`config.mk`:
```
export PLATFORM = sky130hd
export DESIGN_NAME = fbdiv_top
export DESIGN_NICKNAME = d
export VERILOG_FILES = /design/src/rtl/fbdiv_pkg.sv /design/src/rtl/fbdiv_limit.sv /design/src/rtl/fbdiv_prescale.sv /design/src/rtl/fbdiv_counter.sv /design/src/rtl/fbdiv_top.sv
export SDC_FILE = /design/constraint.sdc
export NUM_CORES = 1
export LEC_CHECK = 0
export BUFFER_PORTS_ARGS = -buffer_cell sky130_fd_sc_hd__buf_2
export CAP_MARGIN = 15
export CORE_ASPECT_RATIO = 1.1
export CORE_UTILIZATION = 55
export DETAILED_ROUTE_END_ITERATION = 7
export GPL_TIMING_DRIVEN = 0
export HOLD_SLACK_MARGIN = 0.12
export PLACE_DENSITY = 0.77
export SYNTH_ARGS = -nofsm -noshare
export SYNTH_HDL_FRONTEND = slang
export SYNTH_HIERARCHICAL = 1
export SYNTH_SLANG_ARGS = --single-unit
```
`constraint.sdc`:
```
create_clock -name clk -period 8.34 [get_ports clk]
set_input_delay 1.251 -clock clk [delete_from_list [all_inputs] [get_ports clk]]
set_output_delay 1.251 -clock clk [all_outputs]
set_load 0.01 [all_outputs]
```
`src/rtl/fbdiv_pkg.sv`:
```
package fbdiv_pkg;

   typedef enum logic {
      DIV_INTEGER    = 1'b0,
      DIV_FRACTIONAL = 1'b1
   } div_mode_e;

   typedef struct packed {
      logic base_low;
      logic base_high;
      logic ofs_sat;
   } limit_flags_t;

endpackage

```
`src/rtl/fbdiv_limit.sv`:
```
module fbdiv_limit
   import fbdiv_pkg::*;
#(
   parameter int CNT_W    = 19,
   parameter int OFS_W    = 4,
   parameter int OFS_SPAN = 4,
   parameter int MIN_DIV  = 16
) (
   input  logic               clk,
   input  logic               rst_n,
   input  logic [CNT_W-1:0]   base_i,
   input  logic [OFS_W-1:0]   ofs_i,
   input  div_mode_e          mode_i,
   input  logic               pre_i,
   output logic [CNT_W-1:0]   mod_o,
   output limit_flags_t       flags_o
);

   localparam int SUM_W = CNT_W + 2;
   localparam logic [CNT_W-1:0] WIDE_LO  = CNT_W'(MIN_DIV);
   localparam logic [CNT_W-1:0] WIDE_HI  = {CNT_W{1'b1}};
   localparam logic [CNT_W-1:0] TIGHT_LO = CNT_W'(MIN_DIV + OFS_SPAN);
   localparam logic [CNT_W-1:0] TIGHT_HI = WIDE_HI - CNT_W'(OFS_SPAN);
   localparam logic signed [OFS_W-1:0] OFS_POS = OFS_W'(OFS_SPAN);
   localparam logic signed [OFS_W-1:0] OFS_NEG = -OFS_POS;
   localparam logic signed [SUM_W-1:0] SUM_MIN = SUM_W'(MIN_DIV);

   initial begin
      assert (OFS_SPAN < (1 << (OFS_W - 1)))
         else $error("offset span does not fit the offset width");
      assert (MIN_DIV > 2 * OFS_SPAN)
         else $error("minimum modulus too small for the offset span");
   end

   logic                     tight;
   logic [CNT_W-1:0]         lo_bound;
   logic [CNT_W-1:0]         hi_bound;
   logic [CNT_W-1:0]         base_c;
   logic signed [OFS_W-1:0]  ofs_s;
   logic signed [OFS_W-1:0]  ofs_use;
   logic signed [SUM_W-1:0]  sum;

   always_comb begin
      tight    = (mode_i == DIV_FRACTIONAL) || pre_i;
      lo_bound = tight ? TIGHT_LO : WIDE_LO;
      hi_bound = tight ? TIGHT_HI : WIDE_HI;
      flags_o.base_low  = (base_i < lo_bound);
      flags_o.base_high = (base_i > hi_bound);
      if (flags_o.base_low)       base_c = lo_bound;
      else if (flags_o.base_high) base_c = hi_bound;
      else                        base_c = base_i;
   end

   generate
      if (OFS_SPAN > 0) begin : g_frac
         always_comb begin
            ofs_s           = signed'(ofs_i);
            ofs_use         = '0;
            flags_o.ofs_sat = 1'b0;
            if (mode_i == DIV_FRACTIONAL) begin
               if (ofs_s > OFS_POS) begin
                  ofs_use         = OFS_POS;
                  flags_o.ofs_sat = 1'b1;
               end else if (ofs_s < OFS_NEG) begin
                  ofs_use         = OFS_NEG;
                  flags_o.ofs_sat = 1'b1;
               end else begin
                  ofs_use = ofs_s;
               end
            end
         end
      end else begin : g_int_only
         always_comb begin
            ofs_s           = signed'(ofs_i);
            ofs_use         = '0;
            flags_o.ofs_sat = (mode_i == DIV_FRACTIONAL) && (ofs_s != '0);
         end
      end
   endgenerate

   always_comb begin
      sum   = signed'({2'b00, base_c}) + SUM_W'(ofs_use);
      mod_o = sum[CNT_W-1:0];
   end

   // the modulus handed to the counter never leaves the absolute window
   assert_mod_bounds_R7: assert property (@(posedge clk) disable iff (!rst_n)
      (sum >= SUM_MIN) && (sum[SUM_W-1 -: 2] == 2'b00));

endmodule

```
`src/rtl/fbdiv_prescale.sv`:
```
module fbdiv_prescale #(
   parameter bit HAS_PRESCALER = 1'b1
) (
   input  logic clk,
   input  logic rst_n,
   input  logic pre_i,
   output logic tick_o
);

   generate
      if (HAS_PRESCALER) begin : g_half
         logic phase_q;

         always_ff @(posedge clk) begin
            if (!rst_n) phase_q <= 1'b0;
            else        phase_q <= ~phase_q;
         end

         assign tick_o = pre_i ? phase_q : 1'b1;

         // with the halving stage on, ticks never come back to back
         assert_tick_alt_R6: assert property (@(posedge clk) disable iff (!rst_n)
            (pre_i && tick_o && $past(pre_i)) |=> (!tick_o || !pre_i));
      end else begin : g_direct
         logic unused_pre;
         assign unused_pre = pre_i;
         assign tick_o     = 1'b1;
      end
   endgenerate

endmodule

```
`src/rtl/fbdiv_counter.sv`:
```
module fbdiv_counter #(
   parameter int CNT_W = 19
) (
   input  logic             clk,
   input  logic             rst_n,
   input  logic             tick_i,
   input  logic [CNT_W-1:0] mod_i,
   output logic             reload_o,
   output logic             pulse_o
);

   logic [CNT_W-1:0] cnt_q;
   logic             primed_q;
   logic             pulse_q;
   logic             at_tc;

   assign at_tc    = primed_q && (cnt_q == '0);
   assign reload_o = tick_i && (!primed_q || at_tc);
   assign pulse_o  = pulse_q;

   always_ff @(posedge clk) begin
      if (!rst_n) begin
         cnt_q    <= '0;
         primed_q <= 1'b0;
         pulse_q  <= 1'b0;
      end else begin
         pulse_q <= tick_i && at_tc;
         if (reload_o) begin
            cnt_q    <= mod_i - 1'b1;
            primed_q <= 1'b1;
         end else if (tick_i) begin
            cnt_q <= cnt_q - 1'b1;
         end
      end
   end

   // every output pulse lasts a single input clock
   assert_pulse_single_R2: assert property (@(posedge clk) disable iff (!rst_n)
      pulse_o |=> !pulse_o);

   // inside a period the count only steps down by one per tick
   assert_count_down_R8: assert property (@(posedge clk) disable iff (!rst_n)
      (tick_i && primed_q && !at_tc) |=> (cnt_q == $past(cnt_q) - 1'b1));

   // the count is held between ticks
   assert_count_hold_R8: assert property (@(posedge clk) disable iff (!rst_n)
      (!tick_i && primed_q) |=> $stable(cnt_q));

endmodule

```
`src/rtl/fbdiv_top.sv`:
```
module fbdiv_top
   import fbdiv_pkg::*;
#(
   parameter int CNT_W         = 19,
   parameter int OFS_W         = 4,
   parameter int OFS_SPAN      = 4,
   parameter int MIN_DIV       = 16,
   parameter int SEL_W         = 5,
   parameter int TAP_CODE      = 10,
   parameter bit HAS_PRESCALER = 1'b1
) (
   input  logic             clk,
   input  logic             rst_n,
   input  logic [CNT_W-1:0] mod_base,
   input  logic [OFS_W-1:0] offset,
   input  logic             frac_en,
   input  logic             pre_en,
   input  logic [SEL_W-1:0] test_sel,
   output logic             div_pulse,
   output logic             test_tap,
   output logic             range_err
);

   localparam logic [SEL_W-1:0] TAP_SEL = SEL_W'(TAP_CODE);

   initial begin
      assert (TAP_CODE < (1 << SEL_W))
         else $error("tap code does not fit the select width");
      assert (CNT_W > 5)
         else $error("counter width too small");
   end

   logic             pre_eff;
   logic             tick;
   logic             reload;
   logic [CNT_W-1:0] mod_eff;
   limit_flags_t     flags;
   logic             err_q;

   assign pre_eff = pre_en & HAS_PRESCALER;

   fbdiv_prescale #(.HAS_PRESCALER(HAS_PRESCALER)) u_pre (
      .clk   (clk),
      .rst_n (rst_n),
      .pre_i (pre_eff),
      .tick_o(tick)
   );

   fbdiv_limit #(
      .CNT_W   (CNT_W),
      .OFS_W   (OFS_W),
      .OFS_SPAN(OFS_SPAN),
      .MIN_DIV (MIN_DIV)
   ) u_lim (
      .clk    (clk),
      .rst_n  (rst_n),
      .base_i (mod_base),
      .ofs_i  (offset),
      .mode_i (div_mode_e'(frac_en)),
      .pre_i  (pre_eff),
      .mod_o  (mod_eff),
      .flags_o(flags)
   );

   fbdiv_counter #(.CNT_W(CNT_W)) u_cnt (
      .clk     (clk),
      .rst_n   (rst_n),
      .tick_i  (tick),
      .mod_i   (mod_eff),
      .reload_o(reload),
      .pulse_o (div_pulse)
   );

   always_ff @(posedge clk) begin
      if (!rst_n) err_q <= 1'b0;
      else if (reload && (flags.base_low || flags.base_high || flags.ofs_sat))
         err_q <= 1'b1;
   end

   assign range_err = err_q;
   assign test_tap  = (test_sel == TAP_SEL) & div_pulse;

   // once raised, the flag holds until reset
   assert_err_sticky_R7: assert property (@(posedge clk) disable iff (!rst_n)
      range_err |=> range_err);

   // the flag only rises after a reload edge
   assert_err_at_reload_R7: assert property (@(posedge clk) disable iff (!rst_n)
      $rose(range_err) |-> $past(reload));

   // the tap never shows activity the divider did not produce
   assert_tap_source_R9: assert property (@(posedge clk) disable iff (!rst_n)
      test_tap |-> div_pulse);

endmodule

```
==> results of run 1 <==
[area by class of cell]
cell class / instances / area (µm²) / share of cell area [%]
timing repair buffer: 34 / 170 / 5.01
multi-input combinational: 360 / 2420 / 71.1
clock inverter: 1 / 5.00 / 0.147
clock buffer: 3 / 41.3 / 1.22
inverter: 15 / 56.3 / 1.66
buffer: 29 / 153 / 4.50
sequential: 23 / 460 / 13.6
tap: 75 / 93.8 / 2.76
[cell families after synthesis]
logic type	share of synthesized area (%)
XOR/XNOR	7.38
adder cells (fa/ha/maj)	9.16
AND/OR/NAND/NOR	30.2
flip-flops	14.9
buffers and inverters	6.77
AO/OA/AOI/OAI	28.6
multiplexers	2.92
[sequential cells by signal, summed over array words and instances, names as in the netlist]
signal / flops
u_pre/g_half.phase_q: 1
range_err: 1
u_cnt/cnt_q: 19
u_cnt/pulse_o: 1
u_cnt/primed_q: 1
[worst max-delay path by stage]
stage / to / start / cells past startpoint
4_1_cts: u_cnt/cnt_q[14] / frac_en / 19
6_report: u_cnt/cnt_q[14] / mod_base[17] / 18
2_1_floorplan: u_cnt/cnt_q[14] / frac_en / 18
3_3_place_gp: u_cnt/cnt_q[14] / frac_en / 19
3_5_place_dp: u_cnt/cnt_q[14] / frac_en / 19
5_1_grt: u_cnt/cnt_q[14] / frac_en / 19
[layer usage]
layer	vias up	wire length, µm	global-route usage [%]
met5	-	0	0
met4	0	199	10.0
met3	23	446	2.38
met2	138	3870	50.6
met1	1487	3560	35.1
li1	1682	-	-
[critical path, stage by stage]
cell and delay (ps):
buf_2 110, nor4_1 330, nand4_1 170, a21oi_1 380, nor2_1 130, ha_1 230, fa_1 410, a21oi_1 230
o21ai_2 120, o211ai_1 420, a31oi_1 170, xor2_1 200, nor4_1 370, nand3_1 240, or3_1 390, xor2_1 160
nor2_1 60, o31a_1 310
[stage by stage]
stage	total power, mW	setup slack [ps]
2_1_floorplan	0.352	3210
3_3_place_gp	0.406	2590
3_5_place_dp	0.413	2520
4_1_cts	0.484	2800
5_1_grt	0.522	2420
6_report	0.487	2810
[layout by cell type (no fill, tap or decap), types with 7 or more instances in the layout]
master and n:
o211ai_1 9, mux2i_1 9, nand4_1 11, o21ai_1 12
dfxtp_1 23, a211oi_1 7, clkbuf_1 20, nand3_1 12
buf_2 35, xor2_1 17, nor2_1 36, o21ai_0 23
xnor2_1 9, nand2b_1 7, nor4_1 15, inv_1 13
nand2_1 33, ha_1 21, nor3_1 18, a21oi_1 29
[synthesized netlist by cell type (5+ instances only)]
cell type  instances
nand4_1           11
a211oi_1           7
o21ai_1           12
nand2_1           33
o21ai_0           23
nor4_1            15
clkbuf_1          20
or3_1              5
buf_6              5
a31oi_1            6
ha_1              21
nand3_1           12
o211ai_1           9
o21a_1             5
mux2i_1            9
xor2_1            17
nand2b_1           7
dfxtp_1           23
and3_1             5
xnor2_1            9
nor2_1            36
a21oi_1           29
inv_1             13
nor3_1            18
[where the power goes]
| group | switching (mW) | total, mW | internal [mW] |
|---|---|---|---|
| Clock | 0.0370 | 0.0704 | 0.0334 |
| Sequential | 0.0173 | 0.143 | 0.126 |
| Combinational | 0.163 | 0.274 | 0.112 |
==> results.yml, run 1 <==
status:
  status: "finished clean"
cts:
  cts.clk_slew.worst_paths_ps: 90
  cts_root_buf: "clkbuf_8"
  postCtsSetupRepairBufs: 0
  cts_hold_buf: 0
  ctsLongestPathBuffers: 2
  numCtsBuffers: 3
  cts_resized: 0
  cts_tree: "built"
  cts-htree-levels: 1
  cts.sinks: 23
  insertion_delay_ps: 270
timing:
  worst-slew-pin-transition_ps: 673
  fmax_ghz: 0.181
  slew_viol_final: 0
  slew_headroom_pct: 54.5
  rsz0062_at_grt: "no"
  holdWs_ps: 412
  min_period_ps: 5530
  fin_tns_setup_ps: 0
  setup_viol: 0
  hold_violations: 0
  period_share_pct: 66.3
  skew_ps: 5.99
setup_path:
  worstPathArrival_ps: 5680
  rrSetupSlack_ps: 3950
  start_kind: "input pin"
  timing.rr.end: "u_cnt/cnt_q[14]"
  crit_path_end_kind: "register"
  cp_max_fo: 6
  worstPathRequired_ps: 8500
  reg2reg_from: "u_cnt/cnt_q[3]"
  r2r_cells: 15
  critical_path_class: "input pin to register"
power:
  p_leak_nw: 1.35
  ir_drop_uv: 62.6
  powerDensity_nw_per_um2: 144
drt:
  vias: 3330
  drt_iter0_markers: 264
  firstDrtPassIters: 6
  drcViolationCount: 0
  routed_wirelength_mm: 8.07
  vias_per_cell: 6.17
  routedWlPerCell_um: 15.0
  ant_nets: 0
min_path:
  hp-start: "u_pre/g_half.phase_q"
  hp-class: "register to register"
  hold_end: "u_pre/g_half.phase_q"
  hold_depth: 1
place:
  gp_congestion: 0.890
  port_buffers: 34
  dp_cells: 536
  placed_area_um2: 3350
  hpwl_mm: 6.29
yosys:
  avgSynthCellArea_um2: 7.23
  yosys_most_used_dff: "dfxtp_1"
  postSynth.asyncResetShare_pct: 0
  ys_warn_count: 6
  synth_cell_types: 72
  netlist.area_leader.share_pct: 14.9
  seq_area_frac_synth_pct: 14.9
  synth_edf_count: 0
  ys_ff_latch: 23
  netlist_instances: 427
  syn-num-nets: 481
  synth_top_area_cell: "dfxtp_1"
  synth_area_leaders: "dfxtp_1 (15%), ha_1 (8.5%), xor2_1 (4.8%)"
  netlist_area_um2: 3090
floorplanning:
  start_util_pct: 57.2
  die_y_um: 80.6
  ioPinCount: 35
  coreArea_um2: 5400
  die_w_um: 73.4
  fp-row-count: 28
  dieArea_um2: 5910
finish:
  finalNetCount: 520
  final_layout_size_suffix_gt1_share_pct: 14.2
  nFillCells: 531
  fin_util_pct: 62.9
  syn_to_final_growth_pct: 10.1
  antennaDiodeCount: 0
  fin_area_um2: 3400
  instances_no_fill: 540
global_routing:
  first_global_vias: 3037
  grt_max_degree: 17
  track_usage_pct: 28.4
  grt_overflow_total: 0
  grt_pass1_wl_mm: 13.5
  antenna_found_initial: 0
job:
  drv_cap: 0
No activity file was read; power rests on OpenSTA's default activity.
==> run 2: changes to the inputs <==
ABC_AREA = 1   (was default)
PLACE_DENSITY = 0.79   (was 0.77)
clock period = 4.85 ns   (was 8.34 ns; I/O delays follow)
==> run 2 against run 1 <==
Clock power grew 76%. Design area grew 5.2%. Clock-buffer cell count is the same. Non-clock buffer count shrank 4. Critical path depth grew 8. Flip-flop and latch count is the same. Register-to-register slack lost 1700 ps. Critical endpoint is now u_cnt/cnt_q[17]. Global-route usage grew 0.95 points. Total power grew 59%.
==> results.yml, run 2 <==
power:
  p_leak_nw: 1.98
  powerDensity_nw_per_um2: 218
  ir_drop_uv: 127
floorplanning:
  start_util_pct: 56.9
  fp-row-count: 29
  dieArea_um2: 6240
  die_y_um: 82.8
  die_w_um: 75.4
  ioPinCount: 35
  coreArea_um2: 5730
yosys:
  seq_area_frac_synth_pct: 14.1
  avgSynthCellArea_um2: 5.60
  ys_warn_count: 6
  ys_ff_latch: 23
  netlist_area_um2: 3260
  synth_top_area_cell: "nand2_1"
  synth_cell_types: 39
  synth_edf_count: 0
  yosys_most_used_dff: "dfxtp_1"
  netlist.area_leader.share_pct: 21.1
  netlist_instances: 582
  syn-num-nets: 636
  postSynth.asyncResetShare_pct: 0
  yosysMostFrequentCell: "nand2_1"
  synth_area_leaders: "nand2_1 (21%), dfxtp_1 (14%), inv_1 (8.9%)"
  synth_commonest_cells: "nand2_1 (183), inv_1 (77), nor2_1 (60)"
cts:
  cts_tree: "built"
  postCtsSetupRepairBufs: 0
  ctsLongestPathBuffers: 2
  numCtsBuffers: 3
  cts.clk_slew.worst_paths_ps: 90
  cts_resized: 0
  insertion_delay_ps: 270
  cts_hold_buf: 0
  cts-htree-levels: 1
  cts.sinks: 23
  cts_root_buf: "clkbuf_8"
drt:
  routed_wirelength_mm: 8.29
  ant_nets: 0
  drt_iter0_markers: 269
  routedWlPerCell_um: 11.9
  vias: 3644
  drcViolationCount: 0
  firstDrtPassIters: 5
  vias_per_cell: 5.23
setup_path:
  crit_top_cell: "nand2_1"
  crit_path_end_kind: "register"
  rrSetupSlack_ps: 2270
  start_kind: "input pin"
  worstPathArrival_ps: 4370
  crit_buf_inv: 2
  r2r_cells: 18
  slowest_delay_ps: 450
  timing.rr.end: "u_cnt/cnt_q[12]"
  cp_max_fo: 4
  cp_slowest_cell: "fa_1"
  worstPathRequired_ps: 5030
  critical_path_class: "input pin to register"
  reg2reg_from: "u_cnt/cnt_q[15]"
  path_delay_family: "simple AND/OR/NAND/NOR gates"
job:
  drv_cap: 0
finish:
  final_cell_mix: "nand2_1 (183), inv_1 (77), nor2_1 (60)"
  instances_no_fill: 697
  finalNetCount: 675
  fin_area_um2: 3570
  nFillCells: 617
  mostFrequentLayoutCell: "nand2_1"
  syn_to_final_growth_pct: 9.59
  final_layout_size_suffix_gt1_share_pct: 13.9
  antennaDiodeCount: 0
  max_flop_register: "u_cnt/cnt_q"
  fin_util_pct: 62.3
  largest_reg_flops: 19
place:
  gp_congestion: 0.929
  dp_cells: 693
  hpwl_mm: 6.76
  port_buffers: 34
  placed_area_um2: 3530
min_path:
  hp-class: "register to register"
  hold_end: "u_pre/g_half.phase_q"
  hold_depth: 1
  hp-start: "u_pre/g_half.phase_q"
global_routing:
  antenna_found_initial: 0
  grt_max_degree: 16
  first_global_vias: 3341
  track_usage_pct: 29.3
  grt_overflow_total: 0
  grt_pass1_wl_mm: 14.2
timing:
  holdWs_ps: 415
  rsz0062_at_grt: "no"
  hold_violations: 0
  skew_ps: 1.98
  min_period_ps: 4200
  worst-slew-pin-transition_ps: 565
  setup_viol: 0
  fin_tns_setup_ps: 0
  slew_headroom_pct: 62.3
  period_share_pct: 86.5
  slew_viol_final: 0
  fmax_ghz: 0.238
status:
  status: "finished clean"
-- run 2: cell types whose count changed in the layout (fill, tap and decap cells not counted), moves of 10 or more --
cell and change:
inv_1 +64, nand2_2 +10, nor2_1 +24, nand2_1 +150, nor4_1 -11, nand3_1 +30
nor3_1 -16
-- run 2: power breakdown --
part | total (mW) | switching (mW) | internal, mW | leakage [nW]
combinational | 0.429 | 0.276 | 0.152 | 1.77
sequential | 0.224 | 0.0133 | 0.211 | 0.191
clock | 0.124 | 0.0668 | 0.0574 | 0.0255
total | 0.777 | 0.357 | 0.421 | 1.98
-- run 2: routing by layer --
layer  vias to the layer above  part of all wire [%]  global-route usage, %
met5                         -                     0                      0
met4                         0                   2.0                   8.89
met3                        16                   4.5                   1.46
met2                       122                    50                   55.3
met1                      1591                    44                   35.1
li1                       1915                     -                      -
-- run 2: cell type report --
class	instances	area [µm²]	area share [%]
multi-input cells	454	2380	66.5
flip-flops and latches	23	460	12.9
inverters	80	300	8.40
repair buffers	34	170	4.76
plain buffers	25	123	3.43
well taps	77	96.3	2.70
clock buffers	3	41.3	1.16
clock inverters	1	5.00	0.140
-- run 2: cells by family (layout without fill, tap and decap cells) --
logic type | Yosys count | in the layout | share of synthesized area, %
and+or+nand+nor | 348 | 348 | 49.0
AOI/OAI and AO/OA | 72 | 72 | 12.0
buffers and inverters | 105 | 143 | 13.0
DFF | 23 | 23 | 14.1
adders and majority gates | 22 | 22 | 8.67
xor gates and xnor gates | 12 | 12 | 3.22
-- run 2: through the flow --
| stage | setup slack (ps) | power [mW] |
|---|---|---|
| 2_1_floorplan | 945 | 0.554 |
| 3_3_place_gp | 475 | 0.639 |
| 3_5_place_dp | 428 | 0.649 |
| 4_1_cts | 704 | 0.775 |
| 5_1_grt | 232 | 0.845 |
| 6_report | 653 | 0.777 |
-- run 2: worst max path at each step --
stage                        from               to  cells after the start
after floorplan           frac_en  u_cnt/cnt_q[17]                     25
after global routing      frac_en  u_cnt/cnt_q[13]                     26
after CTS                 frac_en  u_cnt/cnt_q[17]                     26
after detailed placement  frac_en  u_cnt/cnt_q[17]                     26
final                     frac_en  u_cnt/cnt_q[17]                     26
after global placement    frac_en  u_cnt/cnt_q[17]                     26
-- run 2: worst register-to-register path, stage by stage (launching register included) --
cell and delay [ps]:
dfxtp_1 330, nor2_1 100, nand2_1 140, nor2_1 180, nand3_2 130, nand2_4 110, nand2_4 100, buf_6 180
nand2_1 80, nand2_2 80, inv_1 70, ha_1 190, inv_1 80, nor2_2 190, nand2_1 150, o21ai_0 180
nand3_1 90, nand2_1 80, inv_1 40
==> run 3: changes to the inputs <==
BUFFER_PORTS_ARGS = -buffer_cell sky130_fd_sc_hd__clkbuf_2   (was -buffer_cell sky130_fd_sc_hd__buf_2)
==> run 3 against run 2 <==
Clock skew down 0.72 ps. Design area about the same. Critical path type unchanged. Clock power about the same.
==> results.yml, run 3 (synthesis gave the netlist of run 2 again) <==
status:
  status: "finished clean"
cts:
  insertion_delay_ps: 270
  cts_root_buf: "clkbuf_8"
  cts.sinks: 23
  cts_hold_buf: 0
  cts-htree-levels: 1
  postCtsSetupRepairBufs: 0
  ctsLongestPathBuffers: 2
  cts_tree: "built"
  numCtsBuffers: 3
  cts.clk_slew.worst_paths_ps: 90
  cts_resized: 0
power:
  netSwitchingPower_mw: 0.358
  ir_drop_uv: 119
  fin_total_pwr_mw: 0.780
  switching_share_pct: 46.0
  p_int_mw: 0.421
  p_comb_share_pct: 55.0
  seqPwrFrac_pct: 28.8
  p_leak_nw: 1.99
  pwr-share-clk_pct: 16.2
  powerDensity_nw_per_um2: 218
timing:
  skew_ps: 1.26
  worst-slew-pin-transition_ps: 543
  rsz0062_at_grt: "no"
  fin_tns_setup_ps: 0
  setup_viol: 0
  period_share_pct: 85.0
  holdWs_ps: 415
  finalWorstSetupSlack_ps: 728
  min_period_ps: 4120
  hold_violations: 0
  fmax_ghz: 0.243
  slew_headroom_pct: 63.8
  slew_viol_final: 0
global_routing:
  grt_max_degree: 16
  grt_overflow_total: 0
  antenna_found_initial: 0
  first_global_vias: 3242
  grt_pass1_wl_mm: 13.6
  track_usage_pct: 27.9
drt:
  vias: 3597
  routed_wirelength_mm: 8.18
  routedWlPerCell_um: 11.7
  drcViolationCount: 0
  vias_per_cell: 5.16
  firstDrtPassIters: 5
  drt_iter0_markers: 250
  ant_nets: 0
finish:
  syn_to_final_growth_pct: 9.67
  max_flop_register: "u_cnt/cnt_q"
  fin_area_um2: 3580
  largest_reg_flops: 19
  fin_util_pct: 62.4
  final_cell_mix: "nand2_1 (183), inv_1 (77), nor2_1 (60)"
  mostFrequentLayoutCell: "nand2_1"
  instances_no_fill: 697
  antennaDiodeCount: 0
  nFillCells: 613
  final_layout_size_suffix_gt1_share_pct: 13.9
  finalNetCount: 675
floorplanning:
  start_util_pct: 56.9
  ioPinCount: 35
  fp-row-count: 29
  die_w_um: 75.4
  dieArea_um2: 6240
  coreArea_um2: 5730
  die_y_um: 82.8
place:
  hpwl_mm: 6.67
  placed_area_um2: 3530
  pre_cts_slack_ps: 452
  dp_cells: 693
  gp_congestion: 0.914
  port_buffers: 34
setup_path:
  r2r_cells: 18
  timing.rr.end: "u_cnt/cnt_q[12]"
  reg2reg_from: "u_cnt/cnt_q[12]"
  rrSetupSlack_ps: 2340
  crit_path_end_kind: "register"
  start_kind: "input pin"
  critical_path_class: "input pin to register"
  cp_max_fo: 4
  worstPathRequired_ps: 5030
  worstPathArrival_ps: 4300
min_path:
  hp-class: "register to register"
  hold_end: "u_pre/g_half.phase_q"
  hold_depth: 1
  hp-start: "u_pre/g_half.phase_q"
job:
  drv_cap: 0
## run 3: cell count changes in the layout (fill, tap and decap cells not counted), sizes merged
cell	delta
clkbuf	+34
clkinv	-1
clkinvlp	+1
buf	-34
## run 3: critical path, cell delays in order
cell	delay (ps)
clkbuf_2	110
or2_2	340
ha_1	290
nor2_1	50
or2_2	290
a21oi_1	160
nor2_1	80
ha_1	220
fa_1	440
nand3_1	120
nand3_1	100
nand4_1	100
nand2_1	110
nand2_1	100
nand2_1	50
nand2_1	50
nand2_1	70
nand3b_1	150
nand2_1	120
nand2_1	110
nor2_2	130
nand2_1	90
o21ai_1	130
nand3_1	70
nand2_1	80
inv_1	40
## run 3: metal layers
| layer | GRT usage (%) | routed length, µm | vias up |
|---|---|---|---|
| li1 | - | - | 1914 |
| met1 | 33.2 | 3620 | 1556 |
| met2 | 52.5 | 4010 | 109 |
| met3 | 1.33 | 345 | 18 |
| met4 | 9.07 | 206 | 0 |
| met5 | 0 | 0 | - |
## run 3: layout make-up
| type | instances | area, µm² | area share (%) |
|---|---|---|---|
| Multi-Input combinational cell | 454 | 2380 | 66.5 |
| Clock buffer | 3 | 41.3 | 1.15 |
| Inverter | 80 | 300 | 8.40 |
| Sequential cell | 23 | 460 | 12.9 |
| Clock inverter | 1 | 7.51 | 0.210 |
| Tap cell | 77 | 96.3 | 2.69 |
| Buffer | 25 | 123 | 3.43 |
| Timing Repair Buffer | 34 | 170 | 4.76 |
## run 3: how the worst max path moves through the flow
stage / from / endpoint / cells after the start
global placement: frac_en / u_cnt/cnt_q[17] / 26
finish: frac_en / u_cnt/cnt_q[13] / 26
detailed placement: frac_en / u_cnt/cnt_q[13] / 26
floorplan: frac_en / u_cnt/cnt_q[17] / 25
CTS: frac_en / u_cnt/cnt_q[13] / 26
global route: frac_en / u_cnt/cnt_q[13] / 26
## run 3: power groups by stage
stage / Sequential [mW] / Clock, mW / Combinational (mW)
3_5_place_dp: 0.228 / 0 / 0.420
5_1_grt: 0.227 / 0.135 / 0.483
2_1_floorplan: 0.225 / 0 / 0.329
6_report: 0.224 / 0.127 / 0.429
4_1_cts: 0.224 / 0.131 / 0.424
3_3_place_gp: 0.228 / 0 / 0.411
